<file path="src/rtl/brnpc_pkg.sv">
package brnpc_pkg;

   localparam int COND_W   = 4;
   localparam int CB_SIGN  = 0;
   localparam int CB_ZERO  = 1;
   localparam int CB_NOTC  = 2;
   localparam int CB_INV   = 3;

   typedef struct packed {
      logic sign;
      logic zero;
      logic lsb;
      logic cout;
   } res_flags_t;

   typedef enum logic {
      CSRC_STORED = 1'b0,
      CSRC_ALU    = 1'b1
   } carry_src_e;

endpackage

</file>
<file path="src/rtl/brnpc_cond.sv">
module brnpc_cond
   import brnpc_pkg::*;
#(
   parameter bit PARITY_EN = 1'b1
) (
   input  logic                 clk,
   input  logic                 rst_n,
   input  logic                 jmp_en,
   input  logic [COND_W-1:0]    cond,
   input  logic                 parity,
   input  carry_src_e           csrc,
   input  res_flags_t           flags,
   input  logic                 carry_q,
   output logic                 taken
);

   logic carry_sel;
   logic or_term;
   logic term;

   always_comb begin
      carry_sel = (csrc == CSRC_ALU) ? flags.cout : carry_q;
      or_term   = (cond[CB_SIGN] & flags.sign)
                | (cond[CB_ZERO] & flags.zero)
                | (cond[CB_NOTC] & ~carry_sel);
   end

   generate
      if (PARITY_EN) begin : g_parity
         always_comb term = parity ? flags.lsb : or_term;
      end else begin : g_no_parity
         always_comb term = or_term;
      end
   endgenerate

   always_comb taken = jmp_en & (term ^ cond[CB_INV]);

   // non-branch instructions never divert flow
   p_nojmp_r2: assert property (@(posedge clk) disable iff (!rst_n)
      !jmp_en |-> !taken);

   // code 0 never, code 8 always
   p_never_r5: assert property (@(posedge clk) disable iff (!rst_n)
      (jmp_en && !parity && cond == 4'h0) |-> !taken);
   p_always_r5: assert property (@(posedge clk) disable iff (!rst_n)
      (jmp_en && !parity && cond == 4'h8) |-> taken);

   // parity mode follows bit 0 only
   p_odd_r6: assert property (@(posedge clk) disable iff (!rst_n)
      (jmp_en && parity && cond == 4'h2) |-> (taken == flags.lsb));

endmodule

</file>
<file path="src/rtl/brnpc_sel.sv">
module brnpc_sel #(
   parameter int PC_W = 8
) (
   input  logic            clk,
   input  logic            rst_n,
   input  logic [PC_W-1:0] pc_q,
   input  logic [PC_W-1:0] target,
   input  logic            taken,
   output logic [PC_W-1:0] next_pc,
   output logic [PC_W-1:0] link
);

   localparam logic [PC_W-1:0] ONE = PC_W'(1);

   logic [PC_W-1:0] seq_pc;

   always_comb begin
      seq_pc  = pc_q + ONE;
      link    = seq_pc;
      next_pc = taken ? target : seq_pc;
   end

   // taken path picks the target
   p_target_r8: assert property (@(posedge clk) disable iff (!rst_n)
      taken |-> (next_pc == target));

   // link tracks PC+1 regardless of branch
   p_link_r10: assert property (@(posedge clk) disable iff (!rst_n)
      (pc_q == {PC_W{1'b1}}) |-> (link == '0));

endmodule

</file>
<file path="src/rtl/brnpc_reg.sv">
module brnpc_reg #(
   parameter int PC_W     = 8,
   parameter int RESET_PC = 0
) (
   input  logic            clk,
   input  logic            rst_n,
   input  logic            step,
   input  logic [PC_W-1:0] next_pc,
   output logic [PC_W-1:0] pc_q
);

   localparam logic [PC_W-1:0] RST_VAL = PC_W'(RESET_PC);

   logic primed_q;

   always_ff @(posedge clk or negedge rst_n) begin
      if (!rst_n) begin
         pc_q     <= RST_VAL;
         primed_q <= 1'b0;
      end else begin
         primed_q <= 1'b1;
         if (step) pc_q <= next_pc;
      end
   end

   // load on step, hold otherwise
   p_load_r9: assert property (@(posedge clk) disable iff (!rst_n)
      (primed_q && step) |=> (pc_q == $past(next_pc)));
   p_hold_r9: assert property (@(posedge clk) disable iff (!rst_n)
      (primed_q && !step) |=> $stable(pc_q));

   // reset value held until first step
   p_rst_r1: assert property (@(posedge clk) disable iff (!rst_n)
      (!primed_q) |-> (pc_q == RST_VAL));

endmodule

</file>
<file path="src/rtl/brnpc_unit.sv">
module brnpc_unit
   import brnpc_pkg::*;
#(
   parameter int PC_W      = 8,
   parameter int RESET_PC  = 0,
   parameter bit PARITY_EN = 1'b1
) (
   input  logic            clk,
   input  logic            rst_n,
   input  logic            step_i,
   input  logic            jmp_en_i,
   input  logic [3:0]      cond_i,
   input  logic            parity_i,
   input  logic            carry_src_i,
   input  logic            res_sign_i,
   input  logic            res_zero_i,
   input  logic            res_lsb_i,
   input  logic            res_cout_i,
   input  logic            carry_q_i,
   input  logic [PC_W-1:0] b_field_i,
   output logic [PC_W-1:0] pc_o,
   output logic [PC_W-1:0] next_pc_o,
   output logic [PC_W-1:0] link_o,
   output logic            taken_o
);

   generate
      if (PC_W < 2) begin : g_bad_width
         $error("brnpc_unit: PC_W must be at least 2");
      end
      if (RESET_PC < 0 || RESET_PC >= (1 << PC_W)) begin : g_bad_reset
         $error("brnpc_unit: RESET_PC out of range");
      end
   endgenerate

   res_flags_t flags;
   carry_src_e csrc;
   logic       taken;
   logic [PC_W-1:0] pc_q;
   logic [PC_W-1:0] next_pc;
   logic [PC_W-1:0] link;

   always_comb begin
      flags.sign = res_sign_i;
      flags.zero = res_zero_i;
      flags.lsb  = res_lsb_i;
      flags.cout = res_cout_i;
      csrc       = carry_src_e'(carry_src_i);
   end

   brnpc_cond #(.PARITY_EN(PARITY_EN)) u_cond (
      .clk     (clk),
      .rst_n   (rst_n),
      .jmp_en  (jmp_en_i),
      .cond    (cond_i),
      .parity  (parity_i),
      .csrc    (csrc),
      .flags   (flags),
      .carry_q (carry_q_i),
      .taken   (taken)
   );

   brnpc_sel #(.PC_W(PC_W)) u_sel (
      .clk     (clk),
      .rst_n   (rst_n),
      .pc_q    (pc_q),
      .target  (b_field_i),
      .taken   (taken),
      .next_pc (next_pc),
      .link    (link)
   );

   brnpc_reg #(.PC_W(PC_W), .RESET_PC(RESET_PC)) u_reg (
      .clk     (clk),
      .rst_n   (rst_n),
      .step    (step_i),
      .next_pc (next_pc),
      .pc_q    (pc_q)
   );

   assign pc_o      = pc_q;
   assign next_pc_o = next_pc;
   assign link_o    = link;
   assign taken_o   = taken;

   // increment-and-branch reads the ALU carry-out, not the stored flag
   p_cout_r7: assert property (@(posedge clk) disable iff (!rst_n)
      (jmp_en_i && !parity_i && cond_i == 4'h4 && carry_src_i) |-> (taken_o == !res_cout_i));

endmodule

</file>
<file path="config.mk">
export PLATFORM = sky130hd
export DESIGN_NAME = brnpc_unit
export DESIGN_NICKNAME = d
export VERILOG_FILES = /design/src/rtl/brnpc_pkg.sv /design/src/rtl/brnpc_cond.sv /design/src/rtl/brnpc_sel.sv /design/src/rtl/brnpc_reg.sv /design/src/rtl/brnpc_unit.sv
export SDC_FILE = /design/constraint.sdc
export NUM_CORES = 1
export LEC_CHECK = 0
export ABC_AREA = 1
export ABC_CLOCK_PERIOD_IN_PS = 1490
export CAP_MARGIN = 20
export CORE_UTILIZATION = 32
export DETAILED_ROUTE_END_ITERATION = 10
export GPL_TIMING_DRIVEN = 0
export PLACE_DENSITY_LB_ADDON = 0.15
export SLEW_MARGIN = 20
export SYNTH_ARGS = -nofsm -noshare
export SYNTH_HDL_FRONTEND = slang
export SYNTH_SLANG_ARGS = --single-unit
</file>
<file path="constraint.sdc">
create_clock -name clk -period 1.49 [get_ports clk]
set_input_delay 0.298 -clock clk [delete_from_list [all_inputs] [get_ports clk]]
set_output_delay 0.298 -clock clk [all_outputs]
set_load 0.02 [all_outputs]
</file>
After elaboration in Yosys (flattened, before gate mapping)
Index checks and enable logic that the tools add are counted.

cells by class
  bitwise operators = 8
  add/subtract/negate cells = 1
  mux-type cells = 3

operator list
  kind                                          count
  adder 8 x 1 -> 8 bit (second input constant)  1
  2-to-1 mux 8 bit                              1
  bitwise AND 1 bit                             4
  2-to-1 mux 1 bit                              2
  OR 1 bit                                      2
  NOT 1 bit                                     1
  bitwise XOR 1 bit                             1

storage, ports and cells
  bits in registers = 8
  bits of input ports = 23
  word-level logic and storage cells = 13

Logic depth before layout (Yosys ltp)
  depth in word-level cells = 8
  depth in mapped cells = 10

Modules after synthesis
Synthesis repeated with hierarchy kept, for this count alone.

unflattened totals
  cells, all modules = 101
  area, all modules = 616.8 sq um

by module, submodules not included
  module      area each (sq um)  times used  cells an instance
  brnpc_reg   305.3              1           34
  brnpc_sel   240.2              1           51
  brnpc_cond  71.3               1           16

Least setup slack after synthesis
No wires, ideal clock.

  kind = register to output
  from = register u_reg.pc_q[0]
  to = output next_pc_o[5]
  arrival = 1701 ps
  cell stages (with the launch flop) = 7
  setup slack = -509 ps
  cells stage by stage = dfrtp_1 > inv_1 > nor3_2 > xor2_1 > inv_1 > nand2_1 > and2_1

on the way
  longest elaborated chain between the ends = 2

RTL lines
  element                 RTL line          text
  from (decl)             brnpc_reg.sv:9    output logic [PC_W-1:0] pc_q
  from (signal assigned)  brnpc_reg.sv:22   if (step) pc_q <= next_pc;
  adder 8 x 1 -> 8 bit    brnpc_sel.sv:18   seq_pc = pc_q + ONE;
  via link_o[5]           brnpc_unit.sv:23  output logic [PC_W-1:0] link_o,
  2-to-1 mux 8 bit        brnpc_sel.sv:20   next_pc = taken ? target : seq_pc;
  to (decl)               brnpc_unit.sv:22  output logic [PC_W-1:0] next_pc_o,

The timed path passes the listed nets, and every way through them passes these cells.

Final worst setup path
  from = register u_reg.pc_q[1]
  to = output next_pc_o[4]

on the way
  longest elaborated chain between the ends = 2

RTL lines
  element               RTL line
  adder 8 x 1 -> 8 bit  brnpc_sel.sv:18
  2-to-1 mux 8 bit      brnpc_sel.sv:20

No other way between the ends.

==> run summary <==
Counting the buffers created by CTS gives 3. STA classifies the critical path endpoint as a primary output. In this run the critical register-to-register path is launched from u_reg.pc_q[1]$_DFFE_PN0P_. In the global route stage, overall resource usage came out at 23.6%. The critical path class is reg -> out.

The detail-routed net length per standard cell is 12.9 um. The smallest setup slack after layout came out at -0.455 ns. The total setup violations reported at the end of the flow came out at 15. After detailed routing, the number of remaining DRC violations is 0. The layout cell share with drive strength beyond 1 is 58.1%. The final reports fail on negative setup slack.

CTS built an H-tree with a depth of 1. Final hold analysis gives a worst-case slack of 0.311 ns. The final RePlAce weighted congestion is 0.818. Of the synthesized area, sequential elements account for 27.2%. The area added between synthesis and finish came out at 120%. The signal on the critical path passes through ha_4 -> nand3_4 -> buf_12 -> xor2_4 -> inv_1 -> nand2_1 -> and2_4 -> buf_6. The total power after layout is 1820 uW. The maximum fanout count along the critical path came out at 3.

The final period demand of the worst path came out at 1.94 ns. The largest registers in the layout are u_reg.pc_q: 8 flops. The die is 50.0 um wide. For the worst-skew pair, the clock arrives at the later sink with an insertion delay of 0.27 ns. CTS placed an instance of sky130_fd_sc_hd__clkbuf_4 at the clock tree root. The worst slack at placement is -1.08 ns. Counting flops per register, the top entry is u_reg.pc_q. The highest clock rate is 514 MHz. The proportion of netlist area held by the largest area contributor came out at 27.2%.

The fraction of the core area covered by cells at the end of the flow is 74.0%. The run finished, with violations left. The synthesized netlist cell count came out at 115. The DRC violation total after the first TritonRoute iteration came out at 10. The synthesized net count came out at 139. The number of clock sinks seen by CTS came out at 8. The worst ir drop on vdd is 0.885 mV. The final setup TNS is -4.36 ns. The pin count of the biggest net entering global routing came out at 11. The number of nets in the finished design came out at 211. The standard cell core area came out at 0.00219 mm2. The headroom to the max-slew limit came out at 74.3%.

The antenna diode count is 0. The quantity of I/O buffers inserted on ports came out at 45. The flip-flop count of the largest register, all copies and words added came out at 8. The via count of the first global-routing pass was 1001. The clock slew seen by the registers of the worst setup and hold paths came out at 0.07 ns. The actual transition at the worst max-transition pin is 0.385 ns. The flip-flop and latch count after synthesis is 8. The count of hold-fix buffers inserted at cts is 0. Setup repair after global routing could not meet its margin everywhere. After filler insertion, the fill cell instance count of the layout stands at 192. Summed over all cells, the static leakage comes to 0.000853 uW.

The number of nets still failing antenna checks after routing is 0. During I/O placement, the number of pins put on the boundary was 48. The period utilization came out at 131%. In this run the vertical extent of the chip is 50.0 um. TritonCTS built the clock tree.

On the worst path, the slowest cell contributes a delay of 0.44 ns. The post-synth design cell area came out at 737 um2. The yosys synthesis warning count came out at 0.

The area enclosed by the die boundary came out at 0.00250 mm2. The register-to-register setup slack is -0.36 ns. The total congestion overflow after global routing is 0. The overall routed net length is 2760 um.

The global-route wire length before repair came out at 4370 um. The kind of launch point of the worst setup path is a flop. The power per standard cell area is 1120 mW/mm2. The final max-slew violation count is 0. The number of antenna violations at the first check in global routing was 0. The final number of hold-violating endpoints is 0. For this configuration, the core starts out at a cell density of 33.6%. The total via count in the routed design is 1036. After synthesis, the mean cell area works out to 6.41 um2. The count of maximum capacitance violations came out at 0.

The critical path required time is 1.19 ns. The worst reg2reg path depth came out at 15. The worst hold path belongs to the class in -> async.

Summed over all nets, the half-perimeter wirelength after detailed placement is 1620 um. In the post-synthesis netlist, the biggest area contributors are sky130_fd_sc_hd__dfrtp_1, sky130_fd_sc_hd__nand2_1, sky130_fd_sc_hd__inv_1. The floorplan has 17 rows. Counting distinct cell types in the post-synthesis netlist gives 18. The pre-antenna-repair detailed-routing pass consisted of 4 iterations. The maximum count of clock buffers along a single path is 2. The largest total area in the synthesized netlist belongs to sky130_fd_sc_hd__dfrtp_1. In this run the critical register-to-register path is captured at u_reg.pc_q[7]$_DFFE_PN0P_. The clock skew after layout came out at 0.00978 ns. The arrival time of the worst setup path came out at 1.65 ns. For this design, the slowest cell found on the critical path is sky130_fd_sc_hd__dfrtp_2. The via count normalized by instance count is 4.84.
## logic make-up after synthesis
kind of cell,count (synthesis),synth area share (%)
xor gates and xnor gates,5,5.94
adders and majority gates,1,1.70
buffers and inverters,29,15.5
DFF,8,27.2
and+or+nand+nor,72,49.7
## power breakdown
part           switching, uW  total, uW  internal, uW
logic                    645       1290           643
clock network           90.3        194           103
registers               67.3        339           271
## cells in the final DEF (no fill, tap or decap), types with 5 or more instances in the layout
| cell | synthesis | routed |
|---|---|---|
| sky130_fd_sc_hd__and2_4 | 0 | 8 |
| sky130_fd_sc_hd__buf_2 | 0 | 5 |
| sky130_fd_sc_hd__buf_4 | 1 | 19 |
| sky130_fd_sc_hd__buf_6 | 0 | 20 |
| sky130_fd_sc_hd__clkdlybuf4s50_1 | 0 | 9 |
| sky130_fd_sc_hd__dfrtp_2 | 0 | 6 |
| sky130_fd_sc_hd__dlygate4sd2_1 | 0 | 8 |
| sky130_fd_sc_hd__inv_1 | 27 | 19 |
| sky130_fd_sc_hd__inv_2 | 0 | 7 |
| sky130_fd_sc_hd__nand2_1 | 36 | 22 |
| sky130_fd_sc_hd__nand2_2 | 1 | 13 |
| sky130_fd_sc_hd__nand3_1 | 11 | 8 |
| sky130_fd_sc_hd__nand4_1 | 8 | 8 |
## what timing repair did
action | 4_1_cts | 5_1_grt
setup buffers | 11 | 8
setup endpoints to repair | 25 | 18
pin swaps | 22 | 21
cloned | 3 | 0
resized for setup | 157 | 26
## cell usage after synthesis
cell and instances:
sky130_fd_sc_hd__inv_1 27, sky130_fd_sc_hd__or2_1 1, sky130_fd_sc_hd__dfrtp_1 8, sky130_fd_sc_hd__nand3_4 1, sky130_fd_sc_hd__nor2_1 1, sky130_fd_sc_hd__nand2_1 36
sky130_fd_sc_hd__nand2_2 1, sky130_fd_sc_hd__nand3b_1 1, sky130_fd_sc_hd__nand3_2 1, sky130_fd_sc_hd__nor3_1 1, sky130_fd_sc_hd__nor3_2 2, sky130_fd_sc_hd__and2_1 8
sky130_fd_sc_hd__xor2_1 5, sky130_fd_sc_hd__nand4_1 8, sky130_fd_sc_hd__nand3_1 11, sky130_fd_sc_hd__buf_4 1, sky130_fd_sc_hd__clkbuf_2 1, sky130_fd_sc_hd__ha_1 1
## how the worst max path moves through the flow
stage,startpoint,to,slack (ns),cells after the start
final,u_reg.pc_q[1]$_DFFE_PN0P_,next_pc_o[4],-0.45,8
after global routing,u_reg.pc_q[1]$_DFFE_PN0P_,next_pc_o[6],-0.53,7
after CTS,u_reg.pc_q[0]$_DFFE_PN0P_,next_pc_o[6],-0.48,7
after detailed placement,carry_src_i,next_pc_o[2],-1.08,11
after global placement,carry_src_i,next_pc_o[2],-1.03,11
after floorplan,u_reg.pc_q[0]$_DFFE_PN0P_,next_pc_o[5],-0.18,6
## area by class of cell
| cell class | count | area, um2 | share of cell area, % |
|---|---|---|---|
| Buffer | 2 | 12.5 | 0.772 |
| Inverter | 27 | 104 | 6.41 |
| Timing Repair Buffer | 64 | 581 | 35.8 |
| Tap cell | 28 | 35.0 | 2.16 |
| Clock buffer | 4 | 26.3 | 1.62 |
| Sequential cell | 8 | 208 | 12.8 |
| Multi-Input combinational cell | 81 | 654 | 40.4 |
## per-stage QoR
stage               instances  area [um2]
CTS                       206        1510
global route              214        1620
floorplan                 115         837
finish                    214        1620
detailed placement        188        1320
global placement          188        1320
## worst max-delay path, delay by kind of cell, from the launching register on
kind	cells	cell delay, ns
xor gates and xnor gates	1	0.15
and+or+nand+nor	3	0.32
DFF	1	0.44
adders and majority gates	1	0.18
buffers and inverters	3	0.27
## layer usage
| layer | vias to the layer above | routed length [um] | track usage (%) |
|---|---|---|---|
| met5 | - | 0 | 0 |
| met4 | 0 | 10 | 5.24 |
| met3 | 2 | 212 | 7.72 |
| li1 | 496 | - | - |
| met2 | 45 | 1530 | 42.2 |
| met1 | 493 | 1000 | 26.6 |
Note: power is estimated with default switching activity, not from simulation.
